[src/rtl/msgbuf_pkg.sv]
package msgbuf_pkg;

    localparam int unsigned MB_NUM_Q  = 8;
    localparam int unsigned MB_DEPTH  = 32;
    localparam int unsigned MB_DATA_W = 32;

    // Next index of a ring of n positions.
    function automatic int unsigned ring_next(input int unsigned idx, input int unsigned n);
        return (idx + 1 >= n) ? 0 : idx + 1;
    endfunction

endpackage

[src/rtl/msgbuf_pool.sv]
module msgbuf_pool #(
    parameter int unsigned NUM_Q  = msgbuf_pkg::MB_NUM_Q,
    parameter int unsigned DEPTH  = msgbuf_pkg::MB_DEPTH,
    parameter int unsigned DATA_W = msgbuf_pkg::MB_DATA_W,
    localparam int unsigned QID_W = $clog2(NUM_Q),
    localparam int unsigned PTR_W = $clog2(DEPTH),
    localparam int unsigned CNT_W = $clog2(DEPTH + 1)
) (
    input  logic              clk,
    input  logic              rst_n,
    input  logic              enq_valid_i,
    input  logic [QID_W-1:0]  enq_qid_i,
    input  logic [DATA_W-1:0] enq_data_i,
    input  logic              deq_valid_i,
    input  logic [QID_W-1:0]  deq_qid_i,
    input  logic [QID_W-1:0]  rd_qid_i,
    output logic [DATA_W-1:0] rd_data_o,
    output logic [NUM_Q-1:0]  empty_o,
    output logic              full_o,
    output logic              ovf_o
);

    typedef struct packed {
        logic [DEPTH-1:0][PTR_W-1:0]  nxt;
        logic [DEPTH-1:0][DATA_W-1:0] mem;
        logic [NUM_Q-1:0][PTR_W-1:0]  head;
        logic [NUM_Q-1:0][PTR_W-1:0]  tail;
        logic [NUM_Q-1:0][CNT_W-1:0]  cnt;
        logic [PTR_W-1:0]             free_head;
        logic [CNT_W-1:0]             free_cnt;
        logic                         ovf;
    } pool_state_t;

    pool_state_t st_d, st_q;
    logic [PTR_W-1:0] rel_ptr;
    logic [PTR_W-1:0] take_ptr;
    logic             enq_ok;

    always_comb begin
        st_d     = st_q;
        st_d.ovf = 1'b0;
        rel_ptr  = st_q.head[deq_qid_i];
        take_ptr = '0;
        // Refusal depends only on occupancy at the start of the cycle.
        enq_ok   = enq_valid_i && (st_q.free_cnt != '0);

        // Release first: head element of the served list goes to the free list.
        if (deq_valid_i) begin
            st_d.head[deq_qid_i] = st_q.nxt[rel_ptr];
            st_d.cnt[deq_qid_i]  = st_q.cnt[deq_qid_i] - CNT_W'(1);
            st_d.nxt[rel_ptr]    = st_q.free_head;
            st_d.free_head       = rel_ptr;
            st_d.free_cnt        = st_q.free_cnt + CNT_W'(1);
        end

        // Then store, working on the state left by the release.
        if (enq_ok) begin
            take_ptr           = st_d.free_head;
            st_d.free_head     = st_d.nxt[take_ptr];
            st_d.free_cnt      = st_d.free_cnt - CNT_W'(1);
            st_d.mem[take_ptr] = enq_data_i;
            if (st_d.cnt[enq_qid_i] == '0) begin
                st_d.head[enq_qid_i] = take_ptr;
            end else begin
                st_d.nxt[st_d.tail[enq_qid_i]] = take_ptr;
            end
            st_d.tail[enq_qid_i] = take_ptr;
            st_d.cnt[enq_qid_i]  = st_d.cnt[enq_qid_i] + CNT_W'(1);
        end else if (enq_valid_i) begin
            st_d.ovf = 1'b1;
        end
    end

    always_ff @(posedge clk) begin
        if (!rst_n) begin
            st_q <= '0;
            for (int i = 0; i < int'(DEPTH); i++) begin
                st_q.nxt[i] <= PTR_W'(i + 1);
            end
            st_q.free_cnt <= CNT_W'(DEPTH);
        end else begin
            st_q <= st_d;
        end
    end

    for (genvar g = 0; g < int'(NUM_Q); g++) begin : g_empty
        assign empty_o[g] = (st_q.cnt[g] == '0);
    end

    assign rd_data_o = st_q.mem[st_q.head[rd_qid_i]];
    assign full_o    = (st_q.free_cnt == '0);
    assign ovf_o     = st_q.ovf;

endmodule

[src/rtl/msgbuf_scan.sv]
module msgbuf_scan #(
    parameter int unsigned NUM_Q = msgbuf_pkg::MB_NUM_Q,
    localparam int unsigned QID_W = $clog2(NUM_Q)
) (
    input  logic             clk,
    input  logic             rst_n,
    input  logic [NUM_Q-1:0] active_i,
    input  logic [NUM_Q-1:0] empty_i,
    input  logic             out_ready_i,
    output logic             out_valid_o,
    output logic [QID_W-1:0] idx_o,
    output logic             deq_o
);

    typedef struct packed {
        logic [QID_W-1:0] idx;
    } scan_state_t;

    scan_state_t sc_d, sc_q;
    logic        eligible;

    always_comb begin
        sc_d     = sc_q;
        eligible = active_i[sc_q.idx] && !empty_i[sc_q.idx];
        // Hold on an offer until it is taken; otherwise step to the next module.
        if (!eligible || out_ready_i) begin
            sc_d.idx = QID_W'(msgbuf_pkg::ring_next(int'(sc_q.idx), NUM_Q));
        end
    end

    always_ff @(posedge clk) begin
        if (!rst_n) begin
            sc_q <= '0;
        end else begin
            sc_q <= sc_d;
        end
    end

    assign out_valid_o = eligible;
    assign idx_o       = sc_q.idx;
    assign deq_o       = eligible && out_ready_i;

endmodule

[src/rtl/msgbuf_fwd.sv]
module msgbuf_fwd #(
    parameter int unsigned NUM_Q  = msgbuf_pkg::MB_NUM_Q,
    parameter int unsigned DEPTH  = msgbuf_pkg::MB_DEPTH,
    parameter int unsigned DATA_W = msgbuf_pkg::MB_DATA_W,
    localparam int unsigned QID_W = $clog2(NUM_Q)
) (
    input  logic              clk,
    input  logic              rst_n,
    input  logic              enq_valid_i,
    input  logic [QID_W-1:0]  enq_qid_i,
    input  logic [DATA_W-1:0] enq_data_i,
    output logic              ovf_o,
    input  logic [NUM_Q-1:0]  active_i,
    output logic              out_valid_o,
    input  logic              out_ready_i,
    output logic [QID_W-1:0]  out_qid_o,
    output logic [DATA_W-1:0] out_data_o,
    output logic [NUM_Q-1:0]  empty_o
);

    logic             pool_full;
    logic             deq_valid;
    logic [QID_W-1:0] scan_idx;

    msgbuf_pool #(
        .NUM_Q (NUM_Q),
        .DEPTH (DEPTH),
        .DATA_W(DATA_W)
    ) u_pool (
        .clk        (clk),
        .rst_n      (rst_n),
        .enq_valid_i(enq_valid_i),
        .enq_qid_i  (enq_qid_i),
        .enq_data_i (enq_data_i),
        .deq_valid_i(deq_valid),
        .deq_qid_i  (scan_idx),
        .rd_qid_i   (scan_idx),
        .rd_data_o  (out_data_o),
        .empty_o    (empty_o),
        .full_o     (pool_full),
        .ovf_o      (ovf_o)
    );

    msgbuf_scan #(
        .NUM_Q(NUM_Q)
    ) u_scan (
        .clk        (clk),
        .rst_n      (rst_n),
        .active_i   (active_i),
        .empty_i    (empty_o),
        .out_ready_i(out_ready_i),
        .out_valid_o(out_valid_o),
        .idx_o      (scan_idx),
        .deq_o      (deq_valid)
    );

    assign out_qid_o = scan_idx;

endmodule

[config.mk]
export PLATFORM = sky130hd
export DESIGN_NAME = msgbuf_fwd
export DESIGN_NICKNAME = d
export VERILOG_FILES = /design/src/rtl/msgbuf_pkg.sv /design/src/rtl/msgbuf_pool.sv /design/src/rtl/msgbuf_scan.sv /design/src/rtl/msgbuf_fwd.sv
export SDC_FILE = /design/constraint.sdc
export NUM_CORES = 2
export LEC_CHECK = 0
export BUFFER_PORTS_ARGS = -buffer_cell sky130_fd_sc_hd__buf_2
export CORE_MARGIN = 5
export CORE_UTILIZATION = 50
export CTS_CLUSTER_DIAMETER = 80
export DETAILED_ROUTE_END_ITERATION = 6
export PLACE_DENSITY = 0.66
export SYNTH_ARGS = -nofsm -noshare
export SYNTH_HDL_FRONTEND = slang
export SYNTH_SLANG_ARGS = --single-unit
[constraint.sdc]
create_clock -name clk -period 5 [get_ports clk]
set_input_delay 0.75 -clock clk [delete_from_list [all_inputs] [get_ports clk]]
set_output_delay 0.75 -clock clk [all_outputs]
set_load 0.01 [all_outputs]
==> results_dict.tcl <==
set metrics [dict create \
    end_kind "output pin" \
    vias 69600 \
    chipWidth_um 370 \
    placedCellCount 10700 \
    routed_wl_um 285000 \
    cts_root_buffer "clkbuf_16" \
    dpl-instance-area_um2 68500 \
    netlist_instances 9302 \
    grt_pass1_wl_um 416000 \
    core_region_area_um2 129000 \
    violations "DRC" \
    fin_hold_ws_ns 0.223 \
    crit_type "reg2out" \
    cts_buffers 149 \
    drt_pass1_iterations 7 \
    drv_cap 0 \
    clock-skew-final_ns 0.0412 \
    setup_violations 0 \
    clkSinkCount 1327 \
    drive_gt1_frac 0.113 \
    async_flop_share 0 \
    grt_pass1_vias 63200 \
    synth-edff-count 0 \
    synth_top_area_share 0.409 \
    cts_tree "done" \
    antenna_left 0 \
    grt_max_degree 129 \
    numPortBuffers 91 \
    worstPathRequired_ns 4.25 \
    cts_buffer_depth 3 \
    power_mw 36.4 \
    drc 2 \
    wl_per_cell_um 25.9 \
    netlist.top_cell.by_area "dfxtp_1" \
    synth-seq-cells 1327 \
    ys_seq_area_frac 0.409 \
    fmax_mhz 201 \
    htreeDepth 4 \
    hpwlAfterDp_um 173000 \
    leakage_nw 24.9 \
    fin_crit_sh 0.995 \
    tightestPinTransition_ns 1.29 \
    slew_headroom 0.137 \
    synthesis.area_um2 64900 \
    io_pins 92 \
    antenna_found_initial 13 \
    critPathTopFamily "simple AND/OR/NAND/NOR gates" \
    finalSetupTns_ns 0 \
    area_growth_syn_to_layout_pct 14.2 \
    avgSynthCellArea_um2 6.98 \
    finalNonFillerCells 11000 \
    path_clk_slew_ns 0.05 \
    path_cells "buf_4 -> bufbuf_16 -> and3_1 -> o21ai_1 -> o311ai_4 -> nor2_4 -> buf_4 -> nand3_1 -> nand4_1 -> buf_2" \
    finalMaxSlewViolations 0 \
    status "complete, but fails checks" \
    finalWorstPathRequiredPeriod_ns 4.97 \
    ir_drop_uv 333 \
    reg2reg_slack_ns 0.29 \
    hold_path.class "in2reg" \
    startpoint "u_scan.idx_o[0]" \
    ys.flop_type "dfxtp_1" \
    fin_nets 9186 \
    final_area_um2 74100 \
    grt_util_all_layers 0.398 \
    hold_viol 0 \
    insertion_delay_ns 0.83 \
    hp-start "enq_valid_i" \
    cpMostUsedCell "buf_4" \
    p_per_area_nw_per_um2 490 \
    yosys-top-cells-area "dfxtp_1 (41%), nand2_1 (20%), a21oi_1 (8.9%)" \
    arrival_ns 4.22 \
    vias_per_cell 6.33 \
    gp_congestion 1.00 \
    crit_path_max_incr_delay_ns 0.80 \
    ys_types 100 \
    yosysWarnings 0 \
    critPathSlowestCell "nor2_4" \
    gr-total-overflow 0 \
    r2r-start "u_scan.idx_o[0]" \
    cp_max_fo 12 \
    drtIter0Drc 10100 \
    dieArea_um2 137000 \
    start_util 0.502 \
    startpoint_type "flip-flop" \
    fp-row-count 132 \
    rsz0062_at_grt "false" \
    critPathBufInv 4 \
    die-height_um 370 \
    synthesis.nets 9356 \
]
logic make-up after synthesis:
family,Yosys count,share of synthesized area
flops,1327,0.409
fa+ha+maj,7,0.00135
compound gates,1897,0.169
simple gates,4971,0.323
mux,230,0.0408
buf+inv,852,0.0543
xor+xnor,18,0.00254
cells in the mapped netlist (8+ instances only):
| library cell | count |
|---|---|
| a211oi_1 | 50 |
| a21o_1 | 9 |
| buf_6 | 8 |
| o31ai_1 | 32 |
| nand2b_1 | 14 |
| buf_2 | 155 |
| a21oi_1 | 1152 |
| and3_1 | 131 |
| clkbuf_1 | 590 |
| mux2i_1 | 123 |
| o21a_1 | 8 |
| xnor2_1 | 12 |
| buf_4 | 15 |
| o22ai_1 | 24 |
| buf_1 | 57 |
| a311oi_1 | 58 |
| dfxtp_1 | 1327 |
| mux4_2 | 14 |
| nand3_1 | 639 |
| nand2_2 | 31 |
| nor2b_1 | 8 |
| nand4_1 | 34 |
| o21ai_1 | 44 |
| a31oi_1 | 206 |
| o21ai_0 | 139 |
| nor2_1 | 345 |
| nor3_1 | 121 |
| nand2_1 | 3503 |
| nor2_8 | 8 |
| nor3_2 | 14 |
| and2_1 | 8 |
| o221ai_1 | 14 |
| a22oi_1 | 13 |
| a221oi_1 | 32 |
| mux2_2 | 84 |
| inv_1 | 20 |
| nor4_1 | 16 |
| o311ai_0 | 16 |
| or4_1 | 9 |
| o211ai_1 | 17 |
| or3_1 | 32 |
| o41ai_1 | 14 |
final timing paths:
path	end	cells past startpoint
worst max register to register	u_pool.st_q[106]	14
worst max-delay path	out_data_o[16]	10
worst min-delay path	u_pool.ovf_o	2
worst min register to register	flip-flop	2
per-stage QoR:
stage	utilization	setup WS, ns
2_1_floorplan	-	0.779
3_3_place_gp	0.530	0.0138
3_5_place_dp	0.530	0.0510
4_1_cts	0.571	-0.0177
5_1_grt	0.573	0.00395
6_report	0.573	0.0254
report_power, final:
group | switching [mW] | internal (mW)
logic | 9.63 | 3.82
clock network | 4.83 | 6.57
registers | 0.395 | 11.1
placed cells by master (no fill, tap or decap), drive strengths merged, types with 36 or more instances in the layout:
cell type and n:
nand2 3536, o21ai 183, a21oi 1153, nor3 140, mux2 88, dfxtp 1327, nand3 639, a31oi 207
mux2i 130, buf 500, and3 131, nor2 356, clkinv 37, a211oi 55, clkbuf 221, a311oi 58
nand4 36
layout make-up:
| type | count | area, um^2 |
|---|---|---|
| Antenna cell | 6 | 15.0 |
| Sequential cell | 1327 | 26600 |
| Multi-Input combinational cell | 7126 | 35400 |
| Clock inverter | 50 | 747 |
| Timing Repair Buffer | 503 | 4740 |
| Inverter | 25 | 104 |
| Tap cell | 1742 | 2180 |
| Clock buffer | 219 | 4350 |
| Fill cell | 12100 | 55200 |
metal layers:
| layer | GRT usage | up-vias | part of all wire |
|---|---|---|---|
| li1 | - | 31100 | - |
| met1 | 0.532 | 32900 | 0.39 |
| met2 | 0.581 | 4564 | 0.42 |
| met3 | 0.110 | 1044 | 0.13 |
| met4 | 0.217 | 14 | 0.063 |
| met5 | 0.00534 | - | 0.00056 |
what timing repair did:
item / CTS / global route
setup endpoints to repair: 32 / 29
gates resized for setup: 23 / 16
buffers inserted: 10 / 16
gates cloned: 4 / 2
pin swaps: 3 / 3
hold buffers: 0 / 0
Power figures use the tool's default switching activity.
